--- config.mk ---
export PLATFORM = sky130hd
export DESIGN_NAME = sc_dma_flagctl
export DESIGN_NICKNAME = d
export VERILOG_FILES = /design/src/rtl/sc_flag_pkg.sv /design/src/rtl/sc_tx_ctl.sv /design/src/rtl/sc_rx_ctl.sv /design/src/rtl/sc_flag_regs.sv /design/src/rtl/sc_dma_flagctl.sv
export SDC_FILE = /design/constraint.sdc
export NUM_CORES = 1
export LEC_CHECK = 0
export CAP_MARGIN = 20
export CORE_MARGIN = 2
export CORE_UTILIZATION = 46
export CTS_CLUSTER_DIAMETER = 30
export DETAILED_ROUTE_END_ITERATION = 10
export GPL_ROUTABILITY_DRIVEN = 0
export PLACE_DENSITY = 0.83
export SKIP_LAST_GASP = 1
export SLEW_MARGIN = 20
export SYNTH_ARGS = -nofsm -noshare
export SYNTH_HDL_FRONTEND = slang
export SYNTH_SLANG_ARGS = --single-unit
--- constraint.sdc ---
create_clock -name clk -period 3.5 [get_ports clk]
set_input_delay 0.7 -clock clk [delete_from_list [all_inputs] [get_ports clk]]
set_output_delay 0.7 -clock clk [all_outputs]
set_load 0.1 [all_outputs]
--- src/rtl/sc_flag_pkg.sv ---
// Package: shared register addresses and status bit positions of the
// smart-card channel flag controller. Assumes a data width of at least 8.
package sc_flag_pkg;

    typedef enum logic [1:0] {
        RA_TXD  = 2'd0,
        RA_RXD  = 2'd1,
        RA_STAT = 2'd2,
        RA_CTRL = 2'd3
    } sc_addr_e;

    // Status word bit positions
    localparam int unsigned SB_TDE    = 0;
    localparam int unsigned SB_TEND   = 1;
    localparam int unsigned SB_RXF    = 2;
    localparam int unsigned SB_ERR_LO = 3;   // first sticky error flag

    // Sticky error flag indices (status bit = SB_ERR_LO + index)
    localparam int unsigned EF_TXERR  = 0;
    localparam int unsigned EF_PERR   = 1;
    localparam int unsigned EF_OVR    = 2;
    localparam int unsigned EF_GIVEUP = 3;
    localparam int unsigned ERR_N     = 4;

endpackage

--- src/rtl/sc_tx_ctl.sv ---
// Transmit side: one data register, automatic resend on card rejection,
// retry cap, and the data-empty / transmit-end flags.
// Assumes line_done is only raised while a character is in flight.
module sc_tx_ctl #(
    parameter int unsigned DATA_W    = 8,
    parameter int unsigned MAX_RETRY = 4
) (
    input  logic              clk,
    input  logic              rst_n,
    input  logic              load_req,
    input  logic [DATA_W-1:0] load_data,
    input  logic              line_done,
    input  logic              line_nak,
    output logic              tde,
    output logic              tend,
    output logic              start,
    output logic [DATA_W-1:0] tx_char,
    output logic              err_set,
    output logic              giveup_set
);

    localparam int unsigned RETRY_W = $clog2(MAX_RETRY + 1);
    localparam logic [RETRY_W-1:0] RETRY_LAST = RETRY_W'(MAX_RETRY);

    logic [RETRY_W-1:0] retries;
    logic               in_flight;
    logic               rejected;
    logic               load_ok;

    // Decode the events of this cycle
    always_comb begin
        in_flight  = ~tde;
        load_ok    = load_req & tde;
        rejected   = in_flight & line_done & line_nak;
        err_set    = rejected;
        giveup_set = rejected & (retries == RETRY_LAST);
    end

    // Character load, completion, resend and abandon sequencing
    always_ff @(posedge clk) begin
        if (!rst_n) begin
            tx_char <= '0;
            tde     <= 1'b1;
            tend    <= 1'b0;
            start   <= 1'b0;
            retries <= '0;
        end else begin
            start <= 1'b0;
            if (load_ok) begin
                tx_char <= load_data;
                tde     <= 1'b0;
                tend    <= 1'b0;
                retries <= '0;
                start   <= 1'b1;
            end else if (in_flight && line_done) begin
                if (!line_nak || giveup_set) begin
                    tde  <= 1'b1;
                    tend <= 1'b1;
                end else begin
                    retries <= retries + 1'b1;
                    start   <= 1'b1;
                end
            end
        end
    end

endmodule

--- src/rtl/sc_rx_ctl.sv ---
// Receive side: receive data register, receive-full flag, and the
// parity-error and overrun set pulses. A take (DMA acknowledge or CPU
// read) in the same cycle as a new clean character frees the register.
module sc_rx_ctl #(
    parameter int unsigned DATA_W = 8
) (
    input  logic              clk,
    input  logic              rst_n,
    input  logic              valid,
    input  logic [DATA_W-1:0] rx_char,
    input  logic              perr,
    input  logic              take,
    output logic              rxf,
    output logic [DATA_W-1:0] rdr,
    output logic              perr_set,
    output logic              ovr_set
);

    logic clean;
    logic room;

    // Classify the arriving character
    always_comb begin
        clean    = valid & ~perr;
        room     = ~rxf | take;
        perr_set = valid & perr;
        ovr_set  = clean & ~room;
    end

    // Store clean characters and track receive-full
    always_ff @(posedge clk) begin
        if (!rst_n) begin
            rxf <= 1'b0;
            rdr <= '0;
        end else if (clean && room) begin
            rdr <= rx_char;
            rxf <= 1'b1;
        end else if (take) begin
            rxf <= 1'b0;
        end
    end

endmodule

--- src/rtl/sc_flag_regs.sv ---
// Sticky error flags with read-then-write-zero clearing, the error
// interrupt enable, and the interrupt level. Hardware set wins over a
// clear in the same cycle.
module sc_flag_regs #(
    parameter int unsigned ERR_N = 4
) (
    input  logic             clk,
    input  logic             rst_n,
    input  logic [ERR_N-1:0] err_set,
    input  logic             stat_rd,
    input  logic             stat_wr,
    input  logic [ERR_N-1:0] stat_wbits,
    input  logic             ctrl_wr,
    input  logic             ctrl_en,
    output logic [ERR_N-1:0] err_q,
    output logic             irq_en,
    output logic             err_irq
);

    logic [ERR_N-1:0] armed;

    // One flag cell per sticky error bit
    for (genvar gi = 0; gi < ERR_N; gi++) begin : g_flag
        logic clr;

        // Clear request: armed by a read as 1, then written 0
        always_comb clr = stat_wr & armed[gi] & ~stat_wbits[gi];

        // Flag and arm state of this bit
        always_ff @(posedge clk) begin
            if (!rst_n) begin
                err_q[gi] <= 1'b0;
                armed[gi] <= 1'b0;
            end else begin
                if (err_set[gi]) begin
                    err_q[gi] <= 1'b1;
                end else if (clr) begin
                    err_q[gi] <= 1'b0;
                end
                if (clr) begin
                    armed[gi] <= 1'b0;
                end else if (stat_rd && err_q[gi]) begin
                    armed[gi] <= 1'b1;
                end
            end
        end
    end

    // Error interrupt enable register
    always_ff @(posedge clk) begin
        if (!rst_n) begin
            irq_en <= 1'b0;
        end else if (ctrl_wr) begin
            irq_en <= ctrl_en;
        end
    end

    // Level interrupt from the enabled flags
    always_comb err_irq = irq_en & (|err_q);

endmodule

--- src/rtl/sc_dma_flagctl.sv ---
// Top: register decode, status word assembly and DMA request wiring
// for the smart-card channel. Assumes DATA_W >= 8 so the status word fits.
module sc_dma_flagctl
    import sc_flag_pkg::*;
#(
    parameter int unsigned DATA_W    = 8,
    parameter int unsigned MAX_RETRY = 4
) (
    input  logic              clk,
    input  logic              rst_n,
    input  logic              reg_wr,
    input  logic              reg_rd,
    input  logic [1:0]        reg_addr,
    input  logic [DATA_W-1:0] reg_wdata,
    output logic [DATA_W-1:0] reg_rdata,
    output logic              tx_dreq,
    input  logic              dma_tx_ack,
    input  logic [DATA_W-1:0] dma_tx_data,
    output logic              rx_dreq,
    input  logic              dma_rx_ack,
    output logic [DATA_W-1:0] rx_data,
    output logic              err_irq,
    output logic              line_tx_start,
    output logic [DATA_W-1:0] line_tx_char,
    input  logic              line_tx_done,
    input  logic              line_tx_nak,
    input  logic              line_rx_valid,
    input  logic [DATA_W-1:0] line_rx_char,
    input  logic              line_rx_perr
);

    logic              tde, tend, rxf, irq_en;
    logic              load_req;
    logic [DATA_W-1:0] load_data;
    logic              rx_take;
    logic              tx_err_set, tx_giveup_set, rx_perr_set, rx_ovr_set;
    logic [ERR_N-1:0]  err_set, err_q;
    logic              stat_rd, stat_wr, ctrl_wr;
    logic [DATA_W-1:0] stat_word;

    // Register port decode and DMA acknowledge merging
    always_comb begin
        stat_rd   = reg_rd & (reg_addr == RA_STAT);
        stat_wr   = reg_wr & (reg_addr == RA_STAT);
        ctrl_wr   = reg_wr & (reg_addr == RA_CTRL);
        load_req  = dma_tx_ack | (reg_wr & (reg_addr == RA_TXD));
        load_data = dma_tx_ack ? dma_tx_data : reg_wdata;
        rx_take   = dma_rx_ack | (reg_rd & (reg_addr == RA_RXD));
    end

    // Route hardware error events to their sticky flags
    always_comb begin
        err_set            = '0;
        err_set[EF_TXERR]  = tx_err_set;
        err_set[EF_PERR]   = rx_perr_set;
        err_set[EF_OVR]    = rx_ovr_set;
        err_set[EF_GIVEUP] = tx_giveup_set;
    end

    sc_tx_ctl #(.DATA_W(DATA_W), .MAX_RETRY(MAX_RETRY)) u_tx (
        .clk        (clk),
        .rst_n      (rst_n),
        .load_req   (load_req),
        .load_data  (load_data),
        .line_done  (line_tx_done),
        .line_nak   (line_tx_nak),
        .tde        (tde),
        .tend       (tend),
        .start      (line_tx_start),
        .tx_char    (line_tx_char),
        .err_set    (tx_err_set),
        .giveup_set (tx_giveup_set)
    );

    sc_rx_ctl #(.DATA_W(DATA_W)) u_rx (
        .clk      (clk),
        .rst_n    (rst_n),
        .valid    (line_rx_valid),
        .rx_char  (line_rx_char),
        .perr     (line_rx_perr),
        .take     (rx_take),
        .rxf      (rxf),
        .rdr      (rx_data),
        .perr_set (rx_perr_set),
        .ovr_set  (rx_ovr_set)
    );

    sc_flag_regs #(.ERR_N(ERR_N)) u_flags (
        .clk        (clk),
        .rst_n      (rst_n),
        .err_set    (err_set),
        .stat_rd    (stat_rd),
        .stat_wr    (stat_wr),
        .stat_wbits (reg_wdata[SB_ERR_LO +: ERR_N]),
        .ctrl_wr    (ctrl_wr),
        .ctrl_en    (reg_wdata[0]),
        .err_q      (err_q),
        .irq_en     (irq_en),
        .err_irq    (err_irq)
    );

    // Requests follow the end-of-character and receive-full flags
    always_comb begin
        tx_dreq = tend;
        rx_dreq = rxf;
    end

    // Status word and read data mux
    always_comb begin
        stat_word                     = '0;
        stat_word[SB_TDE]             = tde;
        stat_word[SB_TEND]            = tend;
        stat_word[SB_RXF]             = rxf;
        stat_word[SB_ERR_LO +: ERR_N] = err_q;
        case (reg_addr)
            RA_RXD:  reg_rdata = rx_data;
            RA_STAT: reg_rdata = stat_word;
            RA_CTRL: reg_rdata = {{(DATA_W-1){1'b0}}, irq_en};
            default: reg_rdata = '0;
        endcase
    end

endmodule

==> key figures, run 1 <==
Setup path
  – Kind of cell adding the most delay to the critical path: buffers and inverters
  – Path type of the worst setup path: in2out
  – Worst Reg2Reg Path Length in Cells: 3
  – R2r setup slk: 2.04 ns
  – Worst flop-to-flop path startpoint: u_tx.tde
  – Worst path required time: 2.80 ns
  – Worst R2R End: u_tx.retries[2]
  – Cell type of the slowest stage on the worst timing path: sky130_fd_sc_hd__clkdlybuf4s50_1
  – Largest incremental delay on the critical path: roughly 0.69 ns
  – Crit start category: input pin
  – Number of buffers and inverters on the critical path: 2
  – CP Data Arrival Time: 2.38 ns
  – Peak fanout along the critical path: 7
  – Series of cell instances along the critical path: clkdlybuf4s50_1 -> nor2b_1 -> a22o_1 -> buf_12
  – Capturing element type of the critical path: output pin

Synth
  – Share of synthesized area occupied by flip-flops and latches: 40.3%
  – Cell taking the most area after synthesis: sky130_fd_sc_hd__dfxtp_1
  – Top area cells in the synthesized netlist: sky130_fd_sc_hd__dfxtp_1 40%, sky130_fd_sc_hd__mux2i_1 11%, sky130_fd_sc_hd__o211a_1 5.0%
  – Fraction of registers with async set or reset after synthesis: 0%
  – Synth Warn #: 0
  – Average cell area after synthesis: 9.52 sq um
  – Primary flip-flop cell chosen by synthesis mapping: sky130_fd_sc_hd__dfxtp_1
  – Distinct cell type count after synthesis: 39
  – Gate count of the mapped netlist: 167
  – Combinational family with the most area after synthesis: compound AO/OA/AOI/OAI gates
  – Number of synthesized register bits: 32
  – Number of synthesized flops with an enable pin: 0
  – Synthesized-area fraction occupied by adder cells: 1.57%
  – Cell with the most instances after synthesis: sky130_fd_sc_hd__dfxtp_1
  – Multiplexer share of the synthesized area: 11.4%
  – Area fraction in and, or, nand and nor cells after synthesis: 17.1%
  – Number of nets in the synthesized netlist: 205
  – Post-synthesis xor/xnor area fraction: 0%
  – Syn Std Cell Area: around 1600 sq um
  – Share of the synthesized area in compound gates (AO/OA/AOI/OAI): 25.0%
  – Area share of the largest cell type after synthesis: 40.3%
  – Top post-synthesis cells by count: 32 x sky130_fd_sc_hd__dfxtp_1, 21 x sky130_fd_sc_hd__nand2_1, 17 x sky130_fd_sc_hd__mux2i_1

Min path
  – Classification of the worst-slack hold path: reg2reg
  – Start point of the worst hold path: u_rx.rdr[0]
  – Worst hold endpoint: u_rx.rdr[0]
  – Hold Path Depth: 2

Power and ir drop
  – Gate power share: between 30% and 40%
  – Pwr/cell area: 416 nW/um^2
  – Peak supply drop: 240 uV
  – Net switching component of the power: about 0.35 mW
  – Fraction of power consumed by the clock network: 28.5%
  – Internal Dissipation: 0.639 mW
  – Sequential power share: 40.4%
  – Cell leakage power: 0.967 nW
  – Net switching fraction of the power: 35.6%

Drt
  – Vias: 1546
  – Count of nets left with antenna violations after detail routing: 0
  – Final wirelength: 4650 um
  – Average vias per placed instance: about 5.6
  – Remaining DRCs: 0
  – Drt first-iter violations: 66
  – Pre-Repair DR Iteration Count: 4
  – Avg WL per Cell: 17.0 um

Layout
  – Inserted Diodes: 0
  – Final core area utilization: 71.5%
  – Layout cells sized above 1: a little over a tenth
  – Final net count: 265
  – Layout overhead on the synthesized area: 50.2%

Clock tree
  – Root Buffer: sky130_fd_sc_hd__clkbuf_4
  – H-tree depth reported by CTS: 2
  – Hold Buf Count CTS: 0
  – Setup Fix Bufs, Post-CTS: 0
  – Post-cts sizing count: 0
  – Clk buf depth: 2
  – Clock tree from TritonCTS: built
  – Clock transition time at the flip-flop clock pins of the worst setup and hold paths: approximately 0.1 ns
  – Clock buffers created by TritonCTS: 5
  – Clk_lat worst skew: 0.34 ns
  – TritonCTS sink count: 32

GRT
  – Wire length of the first global-routing pass: 8050 um
  – Number of antenna violations at the first check in global routing: 0
  – Global-route usage over all layers: 26.0%
  – Maximum number of pins on one net before global-route repair: 30
  – Total congestion overflow after global routing: 0
  – Vias in the first global route: around 1700

Placed design
  – Port-buffer cells: between 60 and 70
  – Detailed placer's ending HPWL: approximately 3500 um

STA
  – Final Hold Vio Count: 0
  – Slew at the pin closest to its max-slew limit: 0.987 ns
  – Final-report max-slew violation count: 0
  – Worst slew margin: 34.0%
  – Final critical-path required period: just over 3 ns
  – Sum Neg Setup Slack: 0 ns
  – Unrepaired setup endpoints after global routing: no
  – Achievable frequency: between 0.3 and 0.4 GHz
  – Setup violations, final: 0
  – Fin Clk Skew: 0.00785 ns
  – Final period utilization: 87.9%

Floorplanning
  – Floorplan row count: 21
  – Chip height: 62.8 um
  – Floorplan core area: 3340 sq um
  – Die Span X: 62.8 um
  – I/O Pins: 64
  – Starting density of the core: 47.6%
  – Die Footprint: 3940 sq um

Flow run
  – Max cap viols: 0

Status
  – Status: completed
registers in the layout, summed over array words and instances, names as in the netlist:
| register | count |
|---|---|
| u_rx.rdr | 8 |
| u_flags.err_q | 4 |
| u_tx.start | 1 |
| u_rx.rxf | 1 |
| u_tx.tx_char | 8 |
| u_flags.armed | 4 |
| u_tx.tend | 1 |
| u_tx.tde | 1 |
| u_tx.retries | 3 |
| u_flags.irq_en | 1 |
cell families (layout without fill, tap and decap cells):
group           count (synthesis)  count (layout)
mux                            18              18
simple gates                   47              47
buf+inv                        16              77
compound gates                 52              52
fa+ha+maj                       2               2
flops                          32              32
power by group through the flow:
stage | registers [mW] | logic [mW] | clock network, mW
CTS | 0.401 | 0.309 | 0.286
finish | 0.401 | 0.309 | 0.283
detailed placement | 0.409 | 0.309 | 0
global placement | 0.407 | 0.302 | 0
floorplan | 0.516 | 0.0970 | 0
global route | 0.404 | 0.322 | 0.302
routing by layer:
layer  global-route usage [%]  vias to the layer above  wire length, um  part of all wire, %
met2                     45.8                       61             2400                   52
met5                        0                        -                0                    0
met4                     9.72                        0               53                  1.1
met1                     30.1                      737             1870                   40
li1                         -                      741                -                    -
met3                     6.67                        7              328                  7.1
worst min-delay path: stages (launching register included):
cell	delay, ns
sky130_fd_sc_hd__dfxtp_1	0.34
sky130_fd_sc_hd__nand2_1	0.06
sky130_fd_sc_hd__mux2i_1	0.05
cell usage in the layout (no fill, tap or decap), types with 3 or more instances in the layout:
cell / count
sky130_fd_sc_hd__dfxtp_1: 32
sky130_fd_sc_hd__clkbuf_4: 5
sky130_fd_sc_hd__inv_1: 5
sky130_fd_sc_hd__nand3_1: 3
sky130_fd_sc_hd__o211ai_1: 8
sky130_fd_sc_hd__o21ai_0: 9
sky130_fd_sc_hd__nor2_1: 3
sky130_fd_sc_hd__nand2_1: 21
sky130_fd_sc_hd__mux2i_1: 17
sky130_fd_sc_hd__buf_12: 8
sky130_fd_sc_hd__o211a_1: 8
sky130_fd_sc_hd__a22o_1: 6
sky130_fd_sc_hd__a31oi_1: 4
sky130_fd_sc_hd__a21oi_1: 8
sky130_fd_sc_hd__clkdlybuf4s50_1: 55
worst max-delay path by stage:
stage                     start  cells after the start  slack (ns)            to
floorplan           reg_addr[1]                      4        0.84  reg_rdata[1]
global placement    reg_addr[0]                      4        0.59  reg_rdata[3]
detailed placement  reg_addr[0]                      4        0.46  reg_rdata[3]
CTS                 reg_addr[0]                      4        0.45  reg_rdata[3]
global route        reg_addr[0]                      4        0.37  reg_rdata[6]
finish              reg_addr[0]                      4        0.42  reg_rdata[3]
layout make-up:
| type | count | area, sq um |
|---|---|---|
| Timing Repair Buffer | 64 | 718 |
| Tap cell | 46 | 57.6 |
| Clock buffer | 6 | 41.3 |
| Sequential cell | 32 | 641 |
| Multi-Input combinational cell | 119 | 875 |
| Fill cell | 268 | 951 |
| Inverter | 5 | 18.8 |
| Clock inverter | 2 | 35.0 |
per-stage QoR:
step / hold WS [ns] / worst slack, ns / power [mW] / instances / area, sq um
after floorplan: 0.421 / 0.841 / 0.613 / 167 / 1590
after global routing: 0.506 / 0.373 / 1.03 / 274 / 2390
after detailed placement: 0.464 / 0.460 / 0.717 / 266 / 2310
after global placement: 0.441 / 0.593 / 0.709 / 266 / 2310
after CTS: 0.485 / 0.451 / 0.997 / 274 / 2390
final: 0.492 / 0.423 / 0.993 / 274 / 2390
Note: power is estimated with default switching activity, not from simulation.
==> run 2: changes to the inputs <==
- SKIP_CTS_REPAIR_TIMING: not set -> 1
- TNS_END_PERCENT: not set -> 100
==> results of run 2 <==
The final DEF is identical to that of run 1; final timing and power are the same.
